[config.mk]
export PLATFORM = sky130hd
export DESIGN_NAME = irq_dest_filter
export DESIGN_NICKNAME = d
export VERILOG_FILES = /design/src/rtl/irqf_pkg.sv /design/src/rtl/irqf_id_regs.sv /design/src/rtl/irqf_match.sv /design/src/rtl/irqf_route.sv /design/src/rtl/irq_dest_filter.sv
export SDC_FILE = /design/constraint.sdc
export NUM_CORES = 1
export LEC_CHECK = 0
export ABC_AREA = 1
export CELL_PAD_IN_SITES_DETAIL_PLACEMENT = 0
export CELL_PAD_IN_SITES_GLOBAL_PLACEMENT = 1
export CORE_UTILIZATION = 26
export DETAILED_ROUTE_END_ITERATION = 12
export MAX_ROUTING_LAYER = met4
export PLACE_DENSITY_LB_ADDON = 0.1
export SYNTH_ARGS = -nofsm -noshare
export SYNTH_HDL_FRONTEND = slang
export SYNTH_SLANG_ARGS = --single-unit
[constraint.sdc]
create_clock -name clk -period 1.7 [get_ports clk]
set_clock_uncertainty 0.2 [all_clocks]
set_input_delay 0.255 -clock clk [delete_from_list [all_inputs] [get_ports clk]]
set_output_delay 0.255 -clock clk [all_outputs]
set_load 0.005 [all_outputs]
[src/rtl/irqf_pkg.sv]
package irqf_pkg;

  // Delivery type encoding carried in the message
  typedef enum logic [2:0] {
    DT_FIXED  = 3'b000,
    DT_LOWPRI = 3'b001,
    DT_SMI    = 3'b010,
    DT_RSV3   = 3'b011,
    DT_NMI    = 3'b100,
    DT_INIT   = 3'b101,
    DT_RSV6   = 3'b110,
    DT_RSV7   = 3'b111
  } dtype_e;

  // Output selected for an accepted message
  typedef enum logic [2:0] {
    RT_NONE,
    RT_VEC,
    RT_NMI,
    RT_SMI,
    RT_INIT
  } route_e;

  localparam int DTYPE_W = 3;

endpackage

[src/rtl/irqf_id_regs.sv]
module irqf_id_regs #(
  parameter int               ID_W     = 8,
  parameter logic [ID_W-1:0]  PHYS_RST = '0,
  parameter logic [ID_W-1:0]  LOG_RST  = '0
) (
  input  logic            clk,
  input  logic            rst_n,
  input  logic            wr_en,
  input  logic            wr_sel,
  input  logic [ID_W-1:0] wr_data,
  output logic [ID_W-1:0] phys_q,
  output logic [ID_W-1:0] log_q
);

  logic wr_phys;
  logic wr_log;

  assign wr_phys = wr_en && !wr_sel;
  assign wr_log  = wr_en &&  wr_sel;

  always_ff @(posedge clk) begin
    if (!rst_n) begin
      phys_q <= PHYS_RST;
      log_q  <= LOG_RST;
    end else begin
      if (wr_phys) phys_q <= wr_data;
      if (wr_log)  log_q  <= wr_data;
    end
  end

endmodule

[src/rtl/irqf_match.sv]
module irqf_match #(
  parameter int ID_W     = 8,
  parameter bit BCAST_EN = 1'b1
) (
  input  logic            logical,
  input  logic [ID_W-1:0] dest,
  input  logic [ID_W-1:0] phys_id,
  input  logic [ID_W-1:0] log_id,
  output logic            hit,
  output logic            is_bcast
);

  localparam logic [ID_W-1:0] BCAST_CODE = {ID_W{1'b1}};

  function automatic logic phys_equal(input logic [ID_W-1:0] d,
                                      input logic [ID_W-1:0] id);
    return d == id;
  endfunction

  function automatic logic group_overlap(input logic [ID_W-1:0] mask,
                                         input logic [ID_W-1:0] id);
    return |(mask & id);
  endfunction

  logic bcast_w;

  generate
    if (BCAST_EN) begin : g_bcast
      assign bcast_w = !logical && (dest == BCAST_CODE);
    end else begin : g_nobcast
      assign bcast_w = 1'b0;
    end
  endgenerate

  logic phys_hit_w;
  logic log_hit_w;

  assign phys_hit_w = !logical && (phys_equal(dest, phys_id) || bcast_w);
  assign log_hit_w  =  logical && group_overlap(dest, log_id);
  assign hit        = phys_hit_w || log_hit_w;
  assign is_bcast   = bcast_w;

endmodule

[src/rtl/irqf_route.sv]
module irqf_route
  import irqf_pkg::*;
#(
  parameter int VEC_W = 8
) (
  input  logic               clk,
  input  logic               rst_n,
  input  logic               valid,
  input  logic               hit,
  input  logic [DTYPE_W-1:0] dtype,
  input  logic               arb_win,
  input  logic [VEC_W-1:0]   vector,
  output route_e             sel,
  output logic               vec_valid,
  output logic [VEC_W-1:0]   vec_out,
  output logic               nmi_strobe,
  output logic               smi_strobe,
  output logic               init_strobe
);

  function automatic route_e classify(input logic [DTYPE_W-1:0] t,
                                      input logic win);
    route_e r;
    case (dtype_e'(t))
      DT_FIXED:  r = RT_VEC;
      DT_LOWPRI: r = win ? RT_VEC : RT_NONE;
      DT_NMI:    r = RT_NMI;
      DT_SMI:    r = RT_SMI;
      DT_INIT:   r = RT_INIT;
      default:   r = RT_NONE;
    endcase
    return r;
  endfunction

  always_comb begin
    sel = RT_NONE;
    if (valid && hit) sel = classify(dtype, arb_win);
  end

  always_ff @(posedge clk) begin
    if (!rst_n) begin
      vec_valid   <= 1'b0;
      vec_out     <= '0;
      nmi_strobe  <= 1'b0;
      smi_strobe  <= 1'b0;
      init_strobe <= 1'b0;
    end else begin
      vec_valid   <= (sel == RT_VEC);
      vec_out     <= (sel == RT_VEC) ? vector : '0;
      nmi_strobe  <= (sel == RT_NMI);
      smi_strobe  <= (sel == RT_SMI);
      init_strobe <= (sel == RT_INIT);
    end
  end

endmodule

[src/rtl/irq_dest_filter.sv]
module irq_dest_filter
  import irqf_pkg::*;
#(
  parameter int              ID_W           = 8,
  parameter int              VEC_W          = 8,
  parameter logic [ID_W-1:0] PHYS_ID_RST    = 8'h03,
  parameter logic [ID_W-1:0] LOGICAL_ID_RST = 8'h00
) (
  input  logic               clk,
  input  logic               rst_n,
  input  logic               msg_valid,
  input  logic [ID_W-1:0]    msg_dest,
  input  logic               msg_logical,
  input  logic [DTYPE_W-1:0] msg_dtype,
  input  logic [VEC_W-1:0]   msg_vector,
  input  logic               arb_win,
  input  logic               id_wr_en,
  input  logic               id_wr_sel,
  input  logic [ID_W-1:0]    id_wr_data,
  output logic               vec_valid,
  output logic [VEC_W-1:0]   vec_out,
  output logic               nmi_strobe,
  output logic               smi_strobe,
  output logic               init_strobe,
  output logic [ID_W-1:0]    phys_id,
  output logic [ID_W-1:0]    logical_id
);

  // Named internal events, visible to the bound checker
  logic   msg_hit;
  logic   msg_bcast;
  route_e route_sel;

  irqf_id_regs #(
    .ID_W     (ID_W),
    .PHYS_RST (PHYS_ID_RST),
    .LOG_RST  (LOGICAL_ID_RST)
  ) u_ids (
    .clk     (clk),
    .rst_n   (rst_n),
    .wr_en   (id_wr_en),
    .wr_sel  (id_wr_sel),
    .wr_data (id_wr_data),
    .phys_q  (phys_id),
    .log_q   (logical_id)
  );

  irqf_match #(
    .ID_W     (ID_W),
    .BCAST_EN (1'b1)
  ) u_match (
    .logical  (msg_logical),
    .dest     (msg_dest),
    .phys_id  (phys_id),
    .log_id   (logical_id),
    .hit      (msg_hit),
    .is_bcast (msg_bcast)
  );

  irqf_route #(
    .VEC_W (VEC_W)
  ) u_route (
    .clk         (clk),
    .rst_n       (rst_n),
    .valid       (msg_valid),
    .hit         (msg_hit),
    .dtype       (msg_dtype),
    .arb_win     (arb_win),
    .vector      (msg_vector),
    .sel         (route_sel),
    .vec_valid   (vec_valid),
    .vec_out     (vec_out),
    .nmi_strobe  (nmi_strobe),
    .smi_strobe  (smi_strobe),
    .init_strobe (init_strobe)
  );

endmodule

==> report_table.html <==
<table>
<tr><th>Metric</th><th>Value</th></tr>
<tr><th colspan="2">Status</th></tr>
<tr><td>Result of the run</td><td>finished clean</td></tr>
<tr><th colspan="2">Logic synthesis</th></tr>
<tr><td>Post-synthesis instance total</td><td>164</td></tr>
<tr><td>Synth Area in Compound Gates</td><td>8.95%</td></tr>
<tr><td>Number of unique standard cell types used by synthesis</td><td>19</td></tr>
<tr><td>Proportion of netlist area held by the largest area contributor</td><td>47.7%</td></tr>
<tr><td>Post-synthesis average cell area</td><td>7.16 µm²</td></tr>
<tr><td>Post-Synthesis Net Count</td><td>198</td></tr>
<tr><td>Proportion of synthesized area in mux cells</td><td>0%</td></tr>
<tr><td>Area share of and/or/nand/nor cells after synthesis</td><td>31.6%</td></tr>
<tr><td>Largest family of logic cells by synthesized area</td><td>simple AND/OR/NAND/NOR gates</td></tr>
<tr><td>Total of flip-flops plus latches after synthesis</td><td>28</td></tr>
<tr><td>Synth warnings</td><td>0</td></tr>
<tr><td>Post-synthesis share of cell area spent on full adders, half adders and majority gates</td><td>0%</td></tr>
<tr><td>Library cell occupying the most area in the post-synthesis netlist</td><td>sky130_fd_sc_hd__dfxtp_1</td></tr>
<tr><td>Most area-consuming cells after synthesis</td><td>sky130_fd_sc_hd__dfxtp_1 (48%), sky130_fd_sc_hd__nor2_1 (11%), sky130_fd_sc_hd__nand2_1 (11%), sky130_fd_sc_hd__inv_1 (7.0%), sky130_fd_sc_hd__o21ai_0 (6.0%)</td></tr>
<tr><td>Seq/Total Area, Yosys</td><td>47.7%</td></tr>
<tr><td>Post-synth design cell area</td><td>0.00117 mm²</td></tr>
<tr><td>Synth Area in XOR/XNOR</td><td>3.73%</td></tr>
<tr><th colspan="2">Pwr</th></tr>
<tr><td>Switching share of power</td><td>23.6%</td></tr>
<tr><td>Combinational group share of total power</td><td>19.4%</td></tr>
<tr><td>Share of total power in sequential cells</td><td>46.1%</td></tr>
<tr><td>Overall power</td><td>1530 µW</td></tr>
<tr><td>Total net switching power</td><td>361 µW</td></tr>
<tr><td>Maximum VDD drop</td><td>0.372 mV</td></tr>
<tr><td>Leak Pwr</td><td>0.000884 µW</td></tr>
<tr><td>Clock power share</td><td>34.5%</td></tr>
<tr><td>Total internal power</td><td>1170 µW</td></tr>
<tr><td>Power density normalized to cell area</td><td>757 mW/mm²</td></tr>
<tr><th colspan="2">STA</th></tr>
<tr><td>Setup repair after global routing missed its margin</td><td>no</td></tr>
<tr><td>Fin crit period</td><td>1640 ps</td></tr>
<tr><td>Number of endpoints with negative hold slack in the final report</td><td>0</td></tr>
<tr><td>Final setup violation count</td><td>0</td></tr>
<tr><td>Max Freq</td><td>0.609 GHz</td></tr>
<tr><td>Slew headroom</td><td>73.3%</td></tr>
<tr><td>Final worst path period share</td><td>96.5%</td></tr>
<tr><td>Slew @ Worst Pin</td><td>400 ps</td></tr>
<tr><td>Number of max-slew violations in the final report</td><td>0</td></tr>
<tr><th colspan="2">Finish</th></tr>
<tr><td>Number of inserted diodes</td><td>0</td></tr>
<tr><td>Area of the multi-input gates</td><td>554 µm²</td></tr>
<tr><td>Filler cell count</td><td>439</td></tr>
<tr><td>Area delta synth-&gt;final</td><td>72.0%</td></tr>
<tr><td>Fraction of final layout cells sized beyond drive strength 1</td><td>9.70%</td></tr>
<tr><td>FF+latch area</td><td>561 µm²</td></tr>
<tr><td>Nets</td><td>272</td></tr>
<tr><td>Final Util</td><td>46.4%</td></tr>
<tr><th colspan="2">Worst setup path</th></tr>
<tr><td>Cells along the critical path</td><td>clkdlybuf4s50_1</td></tr>
<tr><td>Class of the most critical setup path</td><td>flip-flop to output port</td></tr>
<tr><td>Register-to-Register Setup Slack</td><td>220 ps</td></tr>
<tr><td>Crit path required time</td><td>1240 ps</td></tr>
<tr><td>Largest delay contributor family on the critical path</td><td>buffers and inverters</td></tr>
<tr><td>CP max stage delay</td><td>520 ps</td></tr>
<tr><td>Number of buffers and inverters on the critical path</td><td>1</td></tr>
<tr><td>Max Fanout on Critical Path</td><td>3</td></tr>
<tr><td>End of the worst register-to-register path</td><td>u_route.vec_out[6]$_SDFF_PN0_</td></tr>
<tr><td>Startpoint type of the worst setup path</td><td>flip-flop</td></tr>
<tr><td>WP data arrival</td><td>1190 ps</td></tr>
<tr><td>Cell depth of the worst flop-to-flop path</td><td>7</td></tr>
<tr><td>Kind of end point of the critical path</td><td>output port</td></tr>
<tr><td>Slowest cell on the critical path</td><td>sky130_fd_sc_hd__clkdlybuf4s50_1</td></tr>
<tr><td>Start of the worst register-to-register path</td><td>u_ids.phys_q[0]$_SDFFE_PN1P_</td></tr>
<tr><th colspan="2">Run</th></tr>
<tr><td>Reported max-cap violation count</td><td>0</td></tr>
<tr><th colspan="2">Route</th></tr>
<tr><td>Routed wire length</td><td>3420 µm</td></tr>
<tr><td>Post-DRT Antenna Nets</td><td>0</td></tr>
<tr><td>Violation count after the first detailed-route iteration</td><td>52</td></tr>
<tr><td>Count of vias placed by the detailed router</td><td>1265</td></tr>
<tr><td>Mean routed wirelength per cell</td><td>11.8 µm</td></tr>
<tr><td># DRC</td><td>0</td></tr>
<tr><td>Vias per std cell</td><td>4.38</td></tr>
<tr><td>First drt pass iteration count</td><td>4</td></tr>
<tr><th colspan="2">Die</th></tr>
<tr><td>I/O pin count</td><td>62</td></tr>
<tr><td>Vertical extent of the die</td><td>69.2 µm</td></tr>
<tr><td>Floorplan core area</td><td>0.00435 mm²</td></tr>
<tr><td>Floorplan die area</td><td>0.00479 mm²</td></tr>
<tr><td># rows</td><td>24</td></tr>
<tr><td>Die width</td><td>69.2 µm</td></tr>
<tr><td>Starting Density</td><td>27.0%</td></tr>
<tr><th colspan="2">Place</th></tr>
<tr><td>Quantity of I/O buffers inserted on ports</td><td>61</td></tr>
<tr><td>RePlAce Congestion</td><td>0.798</td></tr>
<tr><td>Detailed Place HPWL</td><td>2640 µm</td></tr>
<tr><th colspan="2">Clock tree</th></tr>
<tr><td>Clock root buffer</td><td>sky130_fd_sc_hd__clkbuf_8</td></tr>
<tr><td>Latest clock arrival within the worst-skew pair</td><td>270 ps</td></tr>
<tr><td>Bufs on Longest Clock Path</td><td>2</td></tr>
<tr><td>Total clock buffers created by CTS</td><td>3</td></tr>
<tr><td>Level count of the clock H-tree</td><td>1</td></tr>
<tr><td>Clock transition at the registers of the reported paths</td><td>100 ps</td></tr>
<tr><td>TritonCTS clock tree</td><td>yes</td></tr>
<tr><td>Number of setup buffers added after CTS</td><td>0</td></tr>
<tr><td>CTS Hold Buffers Added</td><td>0</td></tr>
<tr><td>Sink count of the clock tree</td><td>28</td></tr>
<tr><th colspan="2">Worst hold path</th></tr>
<tr><td>Hold EP</td><td>u_ids.phys_q[4]$_SDFFE_PN0P_</td></tr>
<tr><td>Launch point of the worst hold path</td><td>u_ids.phys_q[4]$_SDFFE_PN0P_</td></tr>
<tr><td>Min-Delay Path Depth</td><td>2</td></tr>
<tr><td>Class of the most critical hold timing path</td><td>flip-flop to flip-flop</td></tr>
<tr><th colspan="2">Global routing</th></tr>
<tr><td>Total grt overflow</td><td>0</td></tr>
<tr><td>Via count of the first global-routing pass</td><td>1135</td></tr>
<tr><td>Combined global-route utilization of all metal layers</td><td>14.1%</td></tr>
<tr><td>Wire length of the first global-routing pass</td><td>5290 µm</td></tr>
<tr><td>Pin count of the biggest net entering global routing</td><td>17</td></tr>
<tr><td>Number of antenna violations at the first check in global routing</td><td>0</td></tr>
</table>
[logic make-up after synthesis]
group / count (synthesis)
and+or+nand+nor: 86
buffers and inverters: 25
xor gates and xnor gates: 5
AOI/OAI and AO/OA: 20
DFF: 28
[worst reg2reg max path: stages, from the launching register on]
cell and delay, ps:
sky130_fd_sc_hd__dfxtp_1 390, sky130_fd_sc_hd__xnor2_1 130, sky130_fd_sc_hd__nand2_1 80, sky130_fd_sc_hd__nor2_2 120, sky130_fd_sc_hd__nand2_1 90, sky130_fd_sc_hd__nand2_4 100, sky130_fd_sc_hd__nand4_2 140, sky130_fd_sc_hd__nor3_2 160
[registers in the layout (all words and copies together), names as in the netlist]
| signal | count |
|---|---|
| u_ids.log_q | 8 |
| u_ids.phys_q | 8 |
| u_route.vec_out | 8 |
| u_route.init_strobe | 1 |
| u_route.nmi_strobe | 1 |
| u_route.smi_strobe | 1 |
| u_route.vec_valid | 1 |
[per-layer routing]
metal,GRT usage (%),wire (µm),up-vias
li1,-,-,661
met2,21.4,1540,41
met5,-,0,-
met4,4.08,23,0
met3,2.62,207,2
met1,19.3,1650,561
[worst max-delay path by stage]
stage                                             from                       endpoint  slack, ps  cells after the start
after floorplan           u_ids.phys_q[0]$_SDFFE_PN1P_  u_route.vec_out[0]$_SDFF_PN0_        410                      7
after global placement                     msg_dest[1]  u_route.vec_out[5]$_SDFF_PN0_       -210                      9
after detailed placement                   msg_dest[2]  u_route.vec_out[6]$_SDFF_PN0_       -250                      8
after CTS                 u_ids.phys_q[0]$_SDFFE_PN1P_                     phys_id[0]         50                      1
after global routing                       msg_dest[5]  u_route.vec_out[6]$_SDFF_PN0_          2                     10
final                     u_ids.phys_q[0]$_SDFFE_PN1P_                     phys_id[0]         60                      1
[cells in the mapped netlist, drive strengths merged]
master and number:
o211ai 1, a21boi 1, nand4 3, a21oi 3, nand2 34, clkbuf 2
xnor2 5, dfxtp 28, o21ai 15, nor3 10, inv 22, clkinv 1
nor2 36, nand3 3
[through the flow]
step / setup TNS [ps] / setup WS [ps] / std cells / area (µm²) / hold WS (ps)
finish: 0 / 58.9 / 289 / 2020 / 291
global route: 0 / 1.98 / 289 / 2020 / 294
CTS: 0 / 49.4 / 288 / 1980 / 295
detailed placement: -2380 / -246 / 284 / 1910 / 281
global placement: -2120 / -209 / 284 / 1910 / 276
floorplan: 0 / 405 / 164 / 1170 / 172
[power by group through the flow]
stage | sequential, µW | clock (µW) | combinational, µW
3_5_place_dp | 720 | 0 | 288
5_1_grt | 709 | 573 | 328
2_1_floorplan | 720 | 0 | 101
6_report | 705 | 528 | 297
3_3_place_gp | 720 | 0 | 285
4_1_cts | 705 | 547 | 289
[layout by cell type, fill, tap and decap left out, drive strengths merged]
cell | synthesis | final
clkdlybuf4s50 | 0 | 59
nor2 | 36 | 36
nand2 | 34 | 34
dfxtp | 28 | 28
inv | 22 | 22
o21ai | 15 | 15
nor3 | 10 | 10
buf | 0 | 9
xnor2 | 5 | 5
nand4 | 3 | 4
nand3 | 3 | 3
a21oi | 3 | 3
clkbuf | 2 | 3
dlymetal6s2s | 0 | 2
a21boi | 1 | 1
clkinv | 1 | 1
o211ai | 1 | 1
bufinv | 0 | 1
[repair_timing]
action,4_1_cts,5_1_grt
hold endpoints to repair,0,0
resized for setup,0,8
endpoints found under the setup margin,0,10
[area by class of cell]
class                      count  area share (%)
inverter                      23            4.27
timing repair buffer          70            33.8
multi-input combinational    112            27.4
sequential                    28            27.7
tap                           52            3.22
clock inverter                 1            1.49
clock buffer                   3            2.04
Note: power is estimated with default switching activity, not from simulation.
